==> config.mk <==
export PLATFORM = sky130hd
export DESIGN_NAME = cfg_loader
export DESIGN_NICKNAME = d
export VERILOG_FILES = /design/src/rtl/cfg_load_pkg.sv /design/src/rtl/cfg_beat_gen.sv /design/src/rtl/cfg_word_asm.sv /design/src/rtl/cfg_mem.sv /design/src/rtl/cfg_loader.sv
export SDC_FILE = /design/constraint.sdc
export NUM_CORES = 1
export LEC_CHECK = 0
export BUFFER_PORTS_ARGS = -buffer_cell sky130_fd_sc_hd__buf_2
export CAP_MARGIN = 10
export CORE_MARGIN = 3
export CORE_UTILIZATION = 30
export DETAILED_ROUTE_END_ITERATION = 8
export SYNTH_ARGS = -nofsm -noshare
export SYNTH_HDL_FRONTEND = slang
export SYNTH_SLANG_ARGS = --single-unit
==> constraint.sdc <==
create_clock -name clk -period 5.4 [get_ports clk]
set_input_delay 0.27 -clock clk [delete_from_list [all_inputs] [get_ports clk]]
set_output_delay 0.27 -clock clk [all_outputs]
set_load 0.02 [all_outputs]
==> src/rtl/cfg_load_pkg.sv <==
package cfg_load_pkg;

    localparam logic [31:0] SYNC_WORD = 32'hAA99_5566;
    localparam logic [31:0] CRC_POLY  = 32'h04C1_1DB7;
    localparam logic [31:0] CRC_SEED  = 32'hFFFF_FFFF;
    localparam logic [7:0]  WPAT_MARK = 8'hBB;
    localparam logic [7:0]  WPAT_NARROW = 8'h11;
    localparam logic [15:0] WPAT_WIDE = 16'h1122;

    typedef enum logic [1:0] {PW_BIT, PW_BYTE, PW_HALF} port_w_e;

    typedef enum logic [3:0] {
        S_HOLD, S_CLEAR, S_MODE, S_WIDTH, S_HUNT, S_LOAD,
        S_REL, S_LOCK, S_IO, S_DONE, S_ERR
    } ld_state_e;

    typedef struct packed {
        logic master;
        logic par;
        logic lockw;
    } mode_t;

    // one 32-bit word folded into the running CRC, MSB first
    function automatic logic [31:0] crc32_word(logic [31:0] c, logic [31:0] w);
        logic [31:0] r;
        logic        fb;
        r = c;
        for (int i = 31; i >= 0; i--) begin
            fb = r[31] ^ w[i];
            r  = {r[30:0], 1'b0};
            if (fb) r = r ^ CRC_POLY;
        end
        return r;
    endfunction

    function automatic logic [4:0] last_beat(port_w_e pw);
        case (pw)
            PW_BYTE: return 5'd3;
            PW_HALF: return 5'd1;
            default: return 5'd31;
        endcase
    endfunction

endpackage

==> src/rtl/cfg_beat_gen.sv <==
module cfg_beat_gen (
    input  logic clk,
    input  logic rst,
    input  logic run,
    input  logic master,
    input  logic cclk_in,
    output logic beat,
    output logic cclk_out
);
    logic tog;
    logic cin_q;

    always_ff @(posedge clk) begin
        if (rst) begin
            tog   <= 1'b0;
            cin_q <= 1'b0;
        end else begin
            cin_q <= cclk_in;
            tog   <= (run && master) ? ~tog : 1'b0;
        end
    end

    assign cclk_out = tog;
    assign beat     = run && (master ? tog : (cclk_in && !cin_q));
endmodule

==> src/rtl/cfg_word_asm.sv <==
module cfg_word_asm
    import cfg_load_pkg::*;
(
    input  logic        clk,
    input  logic        rst,
    input  logic        beat,
    input  logic        count_en,
    input  port_w_e     pw,
    input  logic [15:0] din,
    output logic [31:0] sr_nxt,
    output logic        word_done
);
    logic [31:0] sr;
    logic [4:0]  bcnt;
    logic [4:0]  last;

    assign last = last_beat(pw);

    always_comb begin
        case (pw)
            PW_BYTE: sr_nxt = {sr[23:0], din[7:0]};
            PW_HALF: sr_nxt = {sr[15:0], din};
            default: sr_nxt = {sr[30:0], din[0]};
        endcase
    end

    always_ff @(posedge clk) begin
        if (rst) begin
            sr   <= '0;
            bcnt <= '0;
        end else begin
            if (beat) sr <= sr_nxt;
            if (!count_en)  bcnt <= '0;
            else if (beat)  bcnt <= (bcnt == last) ? 5'd0 : bcnt + 5'd1;
        end
    end

    assign word_done = beat && count_en && (bcnt == last);
endmodule

==> src/rtl/cfg_mem.sv <==
module cfg_mem #(
    parameter int DEPTH = 16,
    localparam int AW = $clog2(DEPTH)
) (
    input  logic          clk,
    input  logic          we,
    input  logic [AW-1:0] waddr,
    input  logic [31:0]   wdata,
    input  logic [AW-1:0] raddr,
    output logic [31:0]   rdata
);
    logic [31:0] mem [DEPTH];

    always_ff @(posedge clk) begin
        if (we) mem[waddr] <= wdata;
    end

    assign rdata = mem[raddr];
endmodule

==> src/rtl/cfg_loader.sv <==
module cfg_loader
    import cfg_load_pkg::*;
#(
    parameter int          DEPTH     = 16,
    parameter logic [31:0] DEVICE_ID = 32'h0A5C_3D71,
    localparam int         AW        = $clog2(DEPTH)
) (
    input  logic          clk,
    input  logic          rst,
    input  logic          prog_n,
    input  logic          mode_master,
    input  logic          mode_par,
    input  logic          mode_lockwait,
    input  logic          cclk_in,
    output logic          cclk_out,
    input  logic [15:0]   din,
    input  logic          lock_in,
    input  logic [AW-1:0] rd_addr,
    output logic [31:0]   rd_data,
    output logic          ff_reset,
    output logic          io_en,
    output logic          done,
    output logic          error
);
    ld_state_e     state;
    mode_t         mode_q;
    port_w_e       pw_q;
    logic [AW-1:0] clr_addr;
    logic          bb_seen;
    logic [31:0]   widx;
    logic [31:0]   nwords;
    logic [31:0]   crc;
    logic [31:0]   data_idx;
    logic [31:0]   word;
    logic          beat;
    logic          word_done;
    logic          run;
    logic          store;
    logic          mem_we;
    logic [AW-1:0] mem_addr;
    logic [31:0]   mem_wdata;

    assign run = (state == S_WIDTH) || (state == S_HUNT) || (state == S_LOAD);

    cfg_beat_gen beat_i (
        .clk(clk), .rst(rst), .run(run), .master(mode_q.master),
        .cclk_in(cclk_in), .beat(beat), .cclk_out(cclk_out)
    );

    cfg_word_asm asm_i (
        .clk(clk), .rst(rst), .beat(beat), .count_en(state == S_LOAD),
        .pw(pw_q), .din(din), .sr_nxt(word), .word_done(word_done)
    );

    assign data_idx = widx - 32'd2;
    assign store    = (state == S_LOAD) && word_done && (widx >= 32'd2)
                    && (widx < nwords + 32'd2) && (data_idx < 32'(DEPTH));
    assign mem_we    = (state == S_CLEAR) || store;
    assign mem_addr  = (state == S_CLEAR) ? clr_addr : data_idx[AW-1:0];
    assign mem_wdata = (state == S_CLEAR) ? 32'd0 : word;

    cfg_mem #(.DEPTH(DEPTH)) mem_i (
        .clk(clk), .we(mem_we), .waddr(mem_addr), .wdata(mem_wdata),
        .raddr(rd_addr), .rdata(rd_data)
    );

    always_ff @(posedge clk) begin
        if (rst) begin
            state    <= S_CLEAR;
            clr_addr <= '0;
            mode_q   <= '0;
            pw_q     <= PW_BIT;
            bb_seen  <= 1'b0;
            widx     <= '0;
            nwords   <= '0;
            crc      <= CRC_SEED;
        end else if (!prog_n) begin
            state    <= S_HOLD;
            clr_addr <= '0;
        end else begin
            case (state)
                S_HOLD: state <= S_CLEAR;
                S_CLEAR: begin
                    clr_addr <= clr_addr + 1'b1;
                    if (clr_addr == AW'(DEPTH - 1)) state <= S_MODE;
                end
                S_MODE: begin
                    mode_q  <= '{master: mode_master, par: mode_par, lockw: mode_lockwait};
                    pw_q    <= PW_BIT;
                    bb_seen <= 1'b0;
                    state   <= mode_par ? S_WIDTH : S_HUNT;
                end
                S_WIDTH: if (beat) begin
                    if (bb_seen && din == WPAT_WIDE) begin
                        pw_q  <= PW_HALF;
                        state <= S_HUNT;
                    end else if (bb_seen && din[7:0] == WPAT_NARROW) begin
                        pw_q  <= PW_BYTE;
                        state <= S_HUNT;
                    end else begin
                        bb_seen <= (din[7:0] == WPAT_MARK);
                    end
                end
                S_HUNT: if (beat && word == SYNC_WORD) begin
                    state <= S_LOAD;
                    widx  <= '0;
                    crc   <= CRC_SEED;
                end
                S_LOAD: if (word_done) begin
                    if (widx < nwords + 32'd2 || widx < 32'd2) begin
                        crc  <= crc32_word(crc, word);
                        widx <= widx + 32'd1;
                        if (widx == 32'd1) nwords <= word;
                        if (widx == 32'd0 && word != DEVICE_ID) state <= S_ERR;
                    end else begin
                        state <= (word == crc) ? S_REL : S_ERR;
                    end
                end
                S_REL:  state <= mode_q.lockw ? S_LOCK : S_IO;
                S_LOCK: if (lock_in) state <= S_IO;
                S_IO:   state <= S_DONE;
                default: state <= state;
            endcase
        end
    end

    assign ff_reset = !((state == S_REL) || (state == S_LOCK) || (state == S_IO) || (state == S_DONE));
    assign io_en    = (state == S_IO) || (state == S_DONE);
    assign done     = (state == S_DONE);
    assign error    = (state == S_ERR);
endmodule

==> impl_metrics.yaml <==
outcome:
  status: "completed"
setup_path:
  path_cells: "inv_1 > ha_1 > buf_4 > a22oi_1 > o21ai_2 > xor2_2 > xnor2_1 > xnor3_2 > xor2_2 > xnor3_2 > xnor2_4 > xor2_4 > xor2_2 > xnor2_1 > o22a_1"
  path_buf_inv: 2
  r2r_end: "crc[11]"
  critPathKind: "flip-flop to flip-flop"
  crit_top_cell: "xor2_2"
  reg2reg_slack_ns: 0.34
  cp_data_arrival_time_ns: 5.59
  path_depth: 15
  worst_path_largest_cell_delay_ns: 0.64
  cp-endpoint: "crc[11]"
  r2r_cells: 15
  worstReg2RegStart: "pw_q[0]"
  crit_path_start: "pw_q[0]"
  cp_max_fo: 18
  cpMaxStageDelayCell: "xnor3_2"
  crit_required_ns: 5.93
  crit_family: "XOR/XNOR gates"
  cp-end-kind: "flip-flop"
  start_kind: "flip-flop"
placed_design:
  post-place-cells: 3531
  hpwl_um: 53600
  io_buffers: 64
  routabilityCongestion: 0.904
  dpl-instance-area_sq_um: 33700
sta:
  rsz0062_at_grt: "false"
  fin_skew_ns: 0.0315
  period_needed_ns: 5.06
  hold_slack_ns: 0.0964
  fmax_mhz: 198
  tns_ns: 0
  hold_viol: 0
  report.final.slew_viol_count: 0
  worstMarginPinSlew_ns: 1.16
  slew-limit-headroom_pct: 22.4
  setup_viol: 0
  min_period_over_period_pct: 93.7
global_route:
  track_usage_pct: 14.6
  grt_max_degree: 63
  grt_pass1_vias: 19000
  grt_pass1_wl_um: 120000
  grt_remaining_overflow: 0
  antenna_found_initial: 0
floorplan:
  start_util_pct: 30.3
  core_sq_um: 102000
  placementRows: 117
  chipWidth_um: 327
  chipHeight_um: 327
  io_pins: 65
  dieArea_sq_um: 107000
routing:
  routedWlPerCell_um: 21.7
  vias: 18600
  wirelength_um: 79300
  vias_per_cell: 5.09
  antenna_left: 0
  drtIter0Drc: 2013
  first_pass_iters: 5
  drcViolationCount: 0
synth:
  syn-num-nets: 2180
  synth_area_leader_cell: "edfxtp_1"
  yosys_most_used_dff: "edfxtp_1"
  synth_edf_count: 512
  syn-instance-count: 2109
  async_reset_ff_share_pct: 0
  ys_ff_latch: 659
  synth.most_common_cell: "edfxtp_1"
  ys_top_cells_by_area: "edfxtp_1, mux4_2, dfxtp_1"
  netlist_top_cells_count: "edfxtp_1, mux4_2, nor2_1"
  yosysSeqAreaShare_pct: 59.1
  yosys_warnings: 0
  yosysTopAreaCellShare_pct: 49.6
  syn-cell-area_sq_um: 31000
  synth.avg_cell_area_sq_um: 14.7
  netlist-cell-type-count: 72
cts:
  clk_latency_ns: 0.64
  numCtsBuffers: 59
  cts.htree.levels: 2
  cts.clk_slew.worst_paths_ns: 0.07
  clock-sinks: 659
  postCtsSetupBuffers: 0
  cts_buffer_depth: 3
  root_buffer: "clkbuf_16"
  cts_tree: "yes"
layout:
  final_area_sq_um: 35900
  area_growth_pct: 15.7
  diodes: 0
  stdcell_count: 3657
  layout.nets: 2311
  drive_gt1_share_pct: 22.2
power:
  combPwrFrac_pct: 20.9
  clock_power_share_pct: 34.5
  power_mw: 12.5
  p_leak_nw: 12.0
  ir_worst_vdd_mv: 0.274
  netSwitchingFraction_pct: 26.9
  power_frac_seq_pct: 44.5
  p_int_mw: 9.12
  power_density_nw_per_um2: 348
  p_sw_mw: 3.35
job:
  cap_viol_max_count: 0
worst_hold_path:
  hold_class: "input port to flip-flop"
  min_from: "din[0]"
[metal layers]
metal,part of all wire [%],up-vias,GRT usage (%)
met5,0,-,0
met4,1.5,0,3.15
met3,6.6,91,2.00
met2,47,647,23.5
met1,45,9563,21.1
li1,-,8323,-
[flip-flops by register name (all words and copies together), names as in the netlist, 4 cells and up]
register / count
asm_i.sr: 31
clr_addr: 4
nwords: 32
asm_i.bcnt: 5
state: 4
mem_i.mem: 512
crc: 32
widx: 32
[tightest hold or removal path: cells and delay by family]
family                 cells  cell delay (ns)
AND/OR/NAND/NOR            1             0.11
AO/OA/AOI/OAI              1             0.06
buffers and inverters      1             0.24
[power groups by stage]
stage / clock (mW) / combinational (mW) / sequential (mW)
finish: 4.30 / 2.61 / 5.55
global route: 4.61 / 2.77 / 5.55
CTS: 4.39 / 2.64 / 5.55
detailed placement: 0 / 2.62 / 5.66
global placement: 0 / 2.61 / 5.65
floorplan: 0 / 1.94 / 5.64
[cells in the final DEF, fill, tap and decap left out, types with 43 or more instances in the layout]
cell / synthesis / final
ha_1: 43 / 43
clkbuf_16: 0 / 59
xnor2_1: 150 / 150
nor2_1: 155 / 139
mux4_2: 160 / 160
edfxtp_1: 512 / 512
a21oi_1: 112 / 112
xor2_1: 89 / 89
nand2_1: 132 / 132
dfxtp_1: 147 / 147
buf_4: 3 / 74
buf_2: 2 / 62
[what timing repair did]
item,CTS,global route
hold endpoints to repair,4,0
endpoints found under the setup margin,0,293
hold buffers,4,0
gates resized for setup,0,3
[logic make-up after synthesis]
family | after synthesis | share of synthesized area, %
compound gates | 292 | 6.09
xor+xnor | 306 | 11.4
mux | 166 | 11.8
flops | 659 | 59.1
buf+inv | 119 | 1.68
simple gates | 524 | 8.16
fa+ha+maj | 43 | 1.74
[how the worst min path moves through the flow]
stage | to | depth (start not counted) | slack (ns)
after floorplan | state[0] | 1 | 0.38
after global placement | asm_i.sr[29] | 2 | 0.45
after detailed placement | asm_i.sr[30] | 2 | 0.46
after CTS | asm_i.sr[0] | 3 | 0.07
after global routing | nwords[0] | 3 | 0.10
final | asm_i.sr[0] | 3 | 0.1
[final cells by class]
class	instances	area [sq um]
fill	9854	66300
timing repair buffer	174	1500
tap	1368	1710
inverter	15	56.3
sequential	659	18300
clock buffer	71	1570
clock inverter	39	404
multi-input combinational	1331	12300
[through the flow]
step / util (%) / worst slack [ns]
6_report: 35.1 / 0.338
5_1_grt: 35.1 / 0.0307
4_1_cts: 35.0 / 0.307
3_5_place_dp: 33.0 / 0.348
3_3_place_gp: 33.0 / 0.301
2_1_floorplan: - / -0.387
(Power assumes the default switching activity.)
